$ cat src/rtl/shr_pkg.sv
package shr_pkg;
  localparam int SHR_ADDR_W = 3;
  localparam int SHR_DATA_W = 8;

  typedef enum logic [SHR_ADDR_W-1:0] {
    A_DATA   = 3'd0,
    A_ICMD   = 3'd1,
    A_MODE   = 3'd2,
    A_TCMD   = 3'd3,
    A_STATUS = 3'd4,
    A_BSTAT  = 3'd5,
    A_INDATA = 3'd6,
    A_CLEAR  = 3'd7
  } shr_addr_e;
endpackage

$ cat src/rtl/shr_sync.sv
module shr_sync #(
  parameter int WIDTH   = 1,
  parameter int STAGES  = 2,
  parameter logic RST_VAL = 1'b1
) (
  input  logic             clk,
  input  logic             rst,
  input  logic [WIDTH-1:0] d,
  output logic [WIDTH-1:0] q
);
  logic [WIDTH-1:0] chain [STAGES];

  genvar s;
  generate
    for (s = 0; s < STAGES; s++) begin : g_stage
      always_ff @(posedge clk) begin
        if (rst) chain[s] <= {WIDTH{RST_VAL}};
        else if (s == 0) chain[s] <= d;
        else chain[s] <= chain[(s == 0) ? 0 : s-1];
      end
    end
  endgenerate

  assign q = chain[STAGES-1];
endmodule

$ cat src/rtl/shr_access_dec.sv
module shr_access_dec #(
  parameter int SYNC_STAGES = 2
) (
  input  logic clk,
  input  logic rst,
  input  logic cs_n,
  input  logic rd_n,
  input  logic wr_n,
  output logic rd_act,
  output logic rd_edge,
  output logic wr_edge
);
  logic [2:0] pins_s;
  logic       rd_act_d, wr_act_d, wr_act;

  shr_sync #(.WIDTH(3), .STAGES(SYNC_STAGES), .RST_VAL(1'b1)) u_sync (
    .clk (clk),
    .rst (rst),
    .d   ({cs_n, rd_n, wr_n}),
    .q   (pins_s)
  );

  // a valid cycle needs select plus exactly one strobe
  assign rd_act = !pins_s[2] && !pins_s[1] &&  pins_s[0];
  assign wr_act = !pins_s[2] &&  pins_s[1] && !pins_s[0];

  always_ff @(posedge clk) begin
    if (rst) begin
      rd_act_d <= 1'b0;
      wr_act_d <= 1'b0;
    end else begin
      rd_act_d <= rd_act;
      wr_act_d <= wr_act;
    end
  end

  assign rd_edge = rd_act && !rd_act_d;
  assign wr_edge = wr_act && !wr_act_d;
endmodule

$ cat src/rtl/shr_reg_bank.sv
module shr_reg_bank
  import shr_pkg::*;
#(
  parameter int DW = SHR_DATA_W,
  parameter int AW = SHR_ADDR_W
) (
  input  logic          clk,
  input  logic          rst,
  input  logic          wr_edge,
  input  logic          rd_edge,
  input  logic [AW-1:0] addr,
  input  logic [DW-1:0] wdata,
  output logic [DW-1:0] out_data_q,
  output logic [DW-1:0] icmd_q,
  output logic [DW-1:0] mode_q,
  output logic [DW-1:0] tcmd_q,
  output logic [DW-1:0] sel_en_q,
  output logic          dma_send_p,
  output logic          dma_trx_p,
  output logic          dma_irx_p,
  output logic          clr_flags_p
);
  localparam int NSTORE = 5;
  localparam int NPULSE = 4;

  logic [DW-1:0] store_q [NSTORE];
  logic [NPULSE-1:0] pulse_q;

  // storing addresses 0..4 land in slots 0..4
  genvar i;
  generate
    for (i = 0; i < NSTORE; i++) begin : g_store
      always_ff @(posedge clk) begin
        if (rst) store_q[i] <= '0;
        else if (wr_edge && (addr == AW'(i))) store_q[i] <= wdata;
      end
    end
  endgenerate

  always_ff @(posedge clk) begin
    if (rst) pulse_q <= '0;
    else begin
      pulse_q[0] <= wr_edge && (addr == A_BSTAT);
      pulse_q[1] <= wr_edge && (addr == A_INDATA);
      pulse_q[2] <= wr_edge && (addr == A_CLEAR);
      pulse_q[3] <= rd_edge && (addr == A_CLEAR);
    end
  end

  assign out_data_q  = store_q[0];
  assign icmd_q      = store_q[1];
  assign mode_q      = store_q[2];
  assign tcmd_q      = store_q[3];
  assign sel_en_q    = store_q[4];
  assign dma_send_p  = pulse_q[0];
  assign dma_trx_p   = pulse_q[1];
  assign dma_irx_p   = pulse_q[2];
  assign clr_flags_p = pulse_q[3];

  AST_PULSE_EXCLUSIVE: assert property (@(posedge clk) disable iff (rst)
    $onehot0(pulse_q));
  AST_DMA_ONE_CLOCK: assert property (@(posedge clk) disable iff (rst)
    (dma_send_p || dma_trx_p || dma_irx_p) |=> !(dma_send_p || dma_trx_p || dma_irx_p));
  AST_DMA_NO_STORE: assert property (@(posedge clk) disable iff (rst)
    (dma_send_p || dma_trx_p || dma_irx_p) |->
      $stable({out_data_q, icmd_q, mode_q, tcmd_q, sel_en_q}));
  AST_CLEAR_ONE_CLOCK: assert property (@(posedge clk) disable iff (rst)
    clr_flags_p |=> !clr_flags_p);
endmodule

$ cat src/rtl/shr_read_port.sv
module shr_read_port
  import shr_pkg::*;
#(
  parameter int DW = SHR_DATA_W,
  parameter int AW = SHR_ADDR_W
) (
  input  logic          clk,
  input  logic          rst,
  input  logic          rd_act,
  input  logic [AW-1:0] addr,
  input  logic [DW-1:0] scsi_data_live,
  input  logic [DW-1:0] icmd_q,
  input  logic [DW-1:0] mode_q,
  input  logic [DW-1:0] tcmd_q,
  input  logic [DW-1:0] bus_status,
  input  logic [DW-1:0] bus_and_status,
  input  logic [DW-1:0] in_data,
  output logic [DW-1:0] cpu_d_out,
  output logic          cpu_d_oe
);
  logic [DW-1:0] sel;

  always_comb begin
    unique case (shr_addr_e'(addr))
      A_DATA:   sel = scsi_data_live;
      A_ICMD:   sel = icmd_q;
      A_MODE:   sel = mode_q;
      A_TCMD:   sel = tcmd_q;
      A_STATUS: sel = bus_status;
      A_BSTAT:  sel = bus_and_status;
      A_INDATA: sel = in_data;
      default:  sel = '0;
    endcase
  end

  always_ff @(posedge clk) begin
    if (rst) begin
      cpu_d_out <= '0;
      cpu_d_oe  <= 1'b0;
    end else begin
      cpu_d_oe  <= rd_act;
      cpu_d_out <= rd_act ? sel : '0;
    end
  end

  AST_QUIET_WHEN_OFF: assert property (@(posedge clk) disable iff (rst)
    !cpu_d_oe |-> (cpu_d_out == '0));
endmodule

$ cat src/rtl/scsi_host_regs.sv
module scsi_host_regs
  import shr_pkg::*;
#(
  parameter int DW          = SHR_DATA_W,
  parameter int AW          = SHR_ADDR_W,
  parameter int SYNC_STAGES = 2
) (
  input  logic          clk,
  input  logic          rst,
  input  logic          cs_n,
  input  logic          rd_n,
  input  logic          wr_n,
  input  logic [AW-1:0] addr,
  input  logic [DW-1:0] cpu_d_in,
  output logic [DW-1:0] cpu_d_out,
  output logic          cpu_d_oe,
  input  logic [DW-1:0] scsi_data_live,
  input  logic [DW-1:0] bus_status,
  input  logic [DW-1:0] bus_and_status,
  input  logic [DW-1:0] in_data,
  output logic [DW-1:0] out_data_q,
  output logic [DW-1:0] icmd_q,
  output logic [DW-1:0] mode_q,
  output logic [DW-1:0] tcmd_q,
  output logic [DW-1:0] sel_en_q,
  output logic          dma_send_p,
  output logic          dma_trx_p,
  output logic          dma_irx_p,
  output logic          clr_flags_p
);
  logic rd_act, rd_edge, wr_edge;

  shr_access_dec #(.SYNC_STAGES(SYNC_STAGES)) u_dec (
    .clk     (clk),
    .rst     (rst),
    .cs_n    (cs_n),
    .rd_n    (rd_n),
    .wr_n    (wr_n),
    .rd_act  (rd_act),
    .rd_edge (rd_edge),
    .wr_edge (wr_edge)
  );

  shr_reg_bank #(.DW(DW), .AW(AW)) u_bank (
    .clk         (clk),
    .rst         (rst),
    .wr_edge     (wr_edge),
    .rd_edge     (rd_edge),
    .addr        (addr),
    .wdata       (cpu_d_in),
    .out_data_q  (out_data_q),
    .icmd_q      (icmd_q),
    .mode_q      (mode_q),
    .tcmd_q      (tcmd_q),
    .sel_en_q    (sel_en_q),
    .dma_send_p  (dma_send_p),
    .dma_trx_p   (dma_trx_p),
    .dma_irx_p   (dma_irx_p),
    .clr_flags_p (clr_flags_p)
  );

  shr_read_port #(.DW(DW), .AW(AW)) u_rd (
    .clk            (clk),
    .rst            (rst),
    .rd_act         (rd_act),
    .addr           (addr),
    .scsi_data_live (scsi_data_live),
    .icmd_q         (icmd_q),
    .mode_q         (mode_q),
    .tcmd_q         (tcmd_q),
    .bus_status     (bus_status),
    .bus_and_status (bus_and_status),
    .in_data        (in_data),
    .cpu_d_out      (cpu_d_out),
    .cpu_d_oe       (cpu_d_oe)
  );

  AST_CLEAR_NEEDS_READ: assert property (@(posedge clk) disable iff (rst)
    clr_flags_p |-> cpu_d_oe);
  AST_NO_DRIVE_ON_WRITE: assert property (@(posedge clk) disable iff (rst)
    (dma_send_p || dma_trx_p || dma_irx_p) |-> !cpu_d_oe);
endmodule

$ cat config.mk
export PLATFORM = sky130hd
export DESIGN_NAME = scsi_host_regs
export DESIGN_NICKNAME = d
export VERILOG_FILES = /design/src/rtl/shr_pkg.sv /design/src/rtl/shr_sync.sv /design/src/rtl/shr_access_dec.sv /design/src/rtl/shr_reg_bank.sv /design/src/rtl/shr_read_port.sv /design/src/rtl/scsi_host_regs.sv
export SDC_FILE = /design/constraint.sdc
export NUM_CORES = 1
export LEC_CHECK = 0
export CAP_MARGIN = 20
export CORE_ASPECT_RATIO = 0.75
export CORE_MARGIN = 4
export CORE_UTILIZATION = 45
export CTS_CLUSTER_SIZE = 20
export DETAILED_ROUTE_END_ITERATION = 8
export GPL_ROUTABILITY_DRIVEN = 0
export HOLD_SLACK_MARGIN = 0.1
export PLACE_DENSITY = 0.81
export SLEW_MARGIN = 30
export SYNTH_ARGS = -nofsm -noshare
export SYNTH_HDL_FRONTEND = slang
export SYNTH_SLANG_ARGS = --single-unit
$ cat constraint.sdc
create_clock -name clk -period 3 [get_ports clk]
set_clock_uncertainty 0.05 [all_clocks]
set_input_delay 0.3 -clock clk [delete_from_list [all_inputs] [get_ports clk]]
set_output_delay 0.3 -clock clk [all_outputs]
set_load 0.05 [all_outputs]
==> results of run 1 <==
==> registers in the layout, indices dropped and copies added, names as in the netlist <==
signal and flops:
u_dec.u_sync.chain 6, u_rd.cpu_d_out 8, u_bank.store_q 40, u_bank.pulse_q 4, u_rd.cpu_d_oe 1, u_dec.wr_act_d 1
==> worst max-delay path: stages <==
cell and delay [ps]:
clkdlybuf4s50_1 630, buf_4 310, buf_4 180, nand2b_1 190, nor3_4 380, and2_1 190
==> routing by layer <==
| layer | vias up | track usage, % | part of all wire (%) |
|---|---|---|---|
| met5 | - | 0 | 0 |
| met4 | 0 | 6.452 | 1.1 |
| met3 | 9 | 8.692 | 9.7 |
| met2 | 89 | 31.98 | 46 |
| met1 | 1004 | 24.52 | 43 |
| li1 | 993 | - | - |
==> path summary, 6_finish.rpt <==
check	start	endpoint	slack, ps	cells past startpoint
min reg2reg	u_dec.u_sync.chain[0][1]$_SDFF_PP1_	u_dec.u_sync.chain[1][1]$_SDFF_PP1_	360	1
max	addr[0]	u_bank.store_q[2][5]$_SDFFCE_PN0P_	950	6
max reg2reg	u_dec.u_sync.chain[1][0]$_SDFF_PP1_	u_bank.store_q[3][4]$_SDFFCE_PN0P_	1250	2
min	u_dec.u_sync.chain[0][1]$_SDFF_PP1_	u_dec.u_sync.chain[1][1]$_SDFF_PP1_	360	1
==> cell usage after synthesis, types with 3 or more instances <==
master and instances:
mux2i_1 5, a211oi_1 3, or2_2 6, dfxtp_1 20, nor2_1 8, buf_2 5, and2_1 40, o21ai_0 5
nor3_4 4, o32ai_1 5, nand2_1 7, mux2_2 10, a21oi_1 18, inv_1 5, edfxtp_1 40, buf_4 3
clkbuf_1 4, nand2b_1 7
==> kinds of logic (layout without fill, tap and decap cells) <==
| kind of cell | after synthesis | after routing | share of synthesized area, % |
|---|---|---|---|
| buf+inv | 19 | 126 | 3.516 |
| mux | 16 | 16 | 6.758 |
| compound gates | 40 | 40 | 9.178 |
| flops | 60 | 60 | 58.45 |
| simple gates | 85 | 85 | 22.10 |
==> power by group through the flow <==
stage                     clock [W]  combinational [W]  sequential [W]
after floorplan                   0          0.0000842        0.000995
after global placement            0           0.000269        0.000931
after detailed placement          0           0.000272        0.000931
after CTS                  0.000773           0.000274        0.000914
after global routing       0.000815           0.000289        0.000915
final                      0.000763           0.000272        0.000914
==> layout make-up <==
class / count / area, um2 / area share, %
multi-input cells: 141 / 1042 / 26.07
flip-flops and latches: 60 / 1602 / 40.06
clock buffers: 11 / 131.4 / 3.286
inverters: 6 / 22.52 / 0.5634
clock inverters: 5 / 76.32 / 1.909
well taps: 78 / 97.59 / 2.441
repair buffers: 104 / 1026 / 25.67
==> metrics by stage <==
stage	hold WS [ps]	total power [W]
2_1_floorplan	334.0	0.001079
3_3_place_gp	344.2	0.001199
3_5_place_dp	343.8	0.001204
4_1_cts	355.5	0.001961
5_1_grt	375.9	0.002020
6_report	355.6	0.001948
==> cell usage in the layout, fill, tap and decap left out, types with 6 or more instances in the layout <==
cell type / count
or2_2: 6
nand2b_1: 7
clkbuf_8: 9
edfxtp_1: 40
nand2_1: 7
dfxtp_1: 20
a21oi_1: 18
mux2_2: 10
nor2_1: 8
and2_1: 40
clkdlybuf4s50_1: 99
==> results_dict.tcl, run 1 <==
set metrics [dict create \
    setup_ws_ps 953.8 \
    path_class "primary input to flip-flop" \
    drtPass1Iterations 5 \
    pwr-share-seq_pct 46.9 \
    postCtsHoldBufs 0 \
    timing.fmax_mhz 488.7 \
    final_cell_count_no_fill 405 \
    rows 24 \
    internal_power_w 0.001486 \
    dominantRegCellSynth "edfxtp_1" \
    grt_first_pass_wirelength_um 11140 \
    die_area_um2 7415 \
    async_flop_share_pct 0 \
    p_sw_w 0.0004628 \
    timing.final.crit_period_ps 2046 \
    rsz0062_at_grt "false" \
    crit_path_end_kind "flip-flop" \
    syn_avg_cell_area_um2 12.46 \
    cts_buffer_depth 2 \
    grt_max_degree 46 \
    power-per-cell-area_nw_per_um2 487.4 \
    synth_top_area_share_pct 43.84 \
    via_per_inst 5.173 \
    status "completed" \
    p_comb_share_pct 13.9 \
    worstPathArrival_ps 2190 \
    nFillCells 459 \
    drv_slew 0 \
    synth_largest_area_cell "edfxtp_1" \
    place_inst 389 \
    syn_inst 220 \
    hold_viol 0 \
    synth_edf_count 40 \
    cts_resized 0 \
    cts-buffers-inserted 9 \
    htree_levels 3 \
    cts_setup_buffers 0 \
    ios 101 \
    crit_required_ps 3150 \
    yosysUniqueCellTypes 36 \
    vias 2095 \
    core_area_um2 5856 \
    cts-root-buf "clkbuf_8" \
    relSlewSlack_pct 37.02 \
    dr.first_iter.drc_count 112 \
    antennaDiodeCount 0 \
    antenna_found_initial 0 \
    power_frac_clock_pct 39.2 \
    grtUsageTotal_pct 19.86 \
    p_leak_nw 1.481 \
    drv_cap 0 \
    yosys_warnings 0 \
    cts_tree "done" \
    netlist_area_um2 2740 \
    ys_seq_elements 60 \
    fin_area_um2 3998 \
    wl_um 7037 \
    synthTopCellsByArea "edfxtp_1 (44%), dfxtp_1 (15%), and2_1 (9.1%)" \
    switching_share_pct 23.75 \
    period_share_pct 68.21 \
    min_path_type "flip-flop to flip-flop" \
    setup_viol 0 \
    crit_fanout 15 \
    yosysSeqAreaShare_pct 58.45 \
    dp_hpwl_um 5360 \
    syn_to_final_growth_pct 45.89 \
    worst_pin_slew_ps 944.6 \
    initial_core_util_pct 46.79 \
    die_w_um 98.11 \
    drc 0 \
    overflow 0 \
    drive_gt1_share_pct 14.68 \
    fin_nets 370 \
    place_area_um2 3790 \
    peakVddDrop_uv 289.2 \
    syn_nets 268 \
    finish.utilization_pct 68.27 \
    first_global_vias 2147 \
    post-place-ws_ps 624.4 \
    routedWlPerCell_um 17.38 \
    fin_tns_setup_ps 0 \
    insertion_delay_ps 330 \
    port_buffers 100 \
    path_clk_slew_ps 60 \
    die_h_um 75.58 \
    critPathLaunchType "primary input" \
    cts.sinks 60 \
    ant_nets 0 \
]
(Power assumes the default switching activity.)
==> run 2, diff against run 1 <==
Settings changed: CORE_UTILIZATION 45 to 40, PLACE_DENSITY 0.81 to 0.76.
Clock period 3 ns to 1.84 ns, I/O delays scaled along.
==> run 2 against run 1 <==
Sequential cell count is the same. Critical endpoint is now icmd_q[0]. Die area grew 11%. Utilization shrank 5.4 points. Largest power group unchanged. Global-route usage shrank 0.80 points. First-iteration DRC count shrank 4.5%. Design area grew 1.8%. Highest routed layer unchanged. Clock power grew 47%. Combinational power grew 71%. Total power grew 58%.
==> results_dict.tcl, run 2 (synthesized netlist as in run 1, its figures left out) <==
set metrics [dict create \
    status "completed" \
    critPathLaunchType "flip-flop" \
    cts_buffer_depth 2 \
    timing.fmax_mhz 564.0 \
    worstPathArrival_ps 1540 \
    via_per_inst 4.983 \
    syn_to_final_growth_pct 48.54 \
    peakVddDrop_uv 449.3 \
    max_flop_register "u_bank.store_q" \
    final_cell_mix "clkdlybuf4s50_1 (95), and2_1 (40), edfxtp_1 (40)" \
    mostFrequentLayoutCell "clkdlybuf4s50_1" \
    insertion_delay_ps 330 \
    wl_um 7473 \
    core_area_um2 6475 \
    cts_setup_buffers 0 \
    dp_hpwl_um 5699 \
    postCtsHoldBufs 0 \
    final_cell_count_no_fill 419 \
    first_global_vias 2210 \
    fin_nets 381 \
    critical-path-top-delay-family "buffers and inverters" \
    drv_cap 0 \
    path_class "flip-flop to output pin" \
    top_regs "u_bank.store_q (40), u_rd.cpu_d_out (8), u_dec.u_sync.chain (6)" \
    htree_levels 3 \
    grt_max_degree 25 \
    setup_ws_ps 66.91 \
    cts_resized 0 \
    timing.final.crit_period_ps 1773 \
    finalPower_w 0.003071 \
    crit_required_ps 1610 \
    max_stage_delay_ps 830 \
    vias 2088 \
    antenna_found_initial 0 \
    relSlewSlack_pct 64.74 \
    dr.first_iter.drc_count 107 \
    drtPass1Iterations 4 \
    rsz0062_at_grt "false" \
    path_clk_slew_ps 60 \
    p_leak_nw 1.543 \
    cts.sinks 60 \
    period_share_pct 96.36 \
    port_buffers 100 \
    cts-buffers-inserted 9 \
    drv_slew 0 \
    drc 0 \
    hold_viol 0 \
    path_buf_inv 1 \
    post-place-ws_ps -80.67 \
    antennaDiodeCount 0 \
    cts-root-buf "clkbuf_8" \
    rows 25 \
    ant_nets 0 \
    setup_viol 0 \
    grt_first_pass_wirelength_um 11990 \
    die_w_um 103.6 \
    drive_gt1_share_pct 18.93 \
    min_path_type "primary input to flip-flop" \
    crit_chain "clkdlybuf4s50_1" \
    ios 101 \
    fin_tns_setup_ps 0 \
    finish.utilization_pct 62.86 \
    cp_slowest_cell "clkdlybuf4s50_1" \
    crit_path_end_kind "output pin" \
    grtUsageTotal_pct 19.06 \
    worst_pin_slew_ps 527.2 \
    cts_tree "done" \
    die_area_um2 8252 \
    overflow 0 \
    routedWlPerCell_um 17.84 \
    place_inst 403 \
    die_h_um 79.68 \
    crit_fanout 2 \
    largest_reg_flops 40 \
    power-per-cell-area_nw_per_um2 754.5 \
    initial_core_util_pct 42.32 \
]
[run 2: changes by cell type in the layout (fill, tap and decap cells not counted)]
cell             before  now
buf_4                 4   18
buf_12                0    1
clkbuf_8              9   13
clkinv_1              1    0
clkdlybuf4s50_1      99   95
bufinv_16             2    0
clkinvlp_4            1    0
[run 2: per-stage QoR]
step                      area [um2]  hold slack [ps]
final                           4070            188.9
after global placement          3879            343.0
after floorplan                 2740            218.0
after CTS                       4070            170.7
after detailed placement        3879            343.6
after global routing            4070            190.0
[run 2: cell type report]
| type | instances | area [um2] |
|---|---|---|
| clock buffers | 15 | 186.4 |
| clock inverters | 1 | 5.005 |
| fillers | 537 | 2405 |
| inverters | 6 | 22.52 |
| multi-input cells | 141 | 1042 |
| flip-flops and latches | 60 | 1602 |
| well taps | 81 | 101.3 |
| repair buffers | 115 | 1111 |
[run 2: where the power goes]
part	switching, W	leakage, nW	internal (W)
clock network	0.000481	0.0997	0.000636
registers	0.0000207	0.580	0.00147
logic	0.000253	0.864	0.000212
[run 2: routing by layer]
metal / track usage [%] / up-vias / routed length, um
li1: - / 1017 / -
met1: 24.33 / 978 / 3290
met4: 5.312 / 0 / 51
met3: 8.892 / 7 / 761
met2: 29.24 / 86 / 3369
met5: 0 / - / 0
[run 2: worst paths after layout]
check	from	to	slack, ps	cells past startpoint
min	addr[2]	u_bank.pulse_q[0]$_SDFF_PP0_	190	3
max	u_bank.store_q[1][0]$_SDFFCE_PN0P_	icmd_q[0]	70	1
min reg2reg	u_dec.u_sync.chain[0][1]$_SDFF_PP1_	u_dec.u_sync.chain[1][1]$_SDFF_PP1_	360	1
max reg2reg	u_dec.u_sync.chain[1][0]$_SDFF_PP1_	u_bank.store_q[4][5]$_SDFFCE_PN0P_	180	5
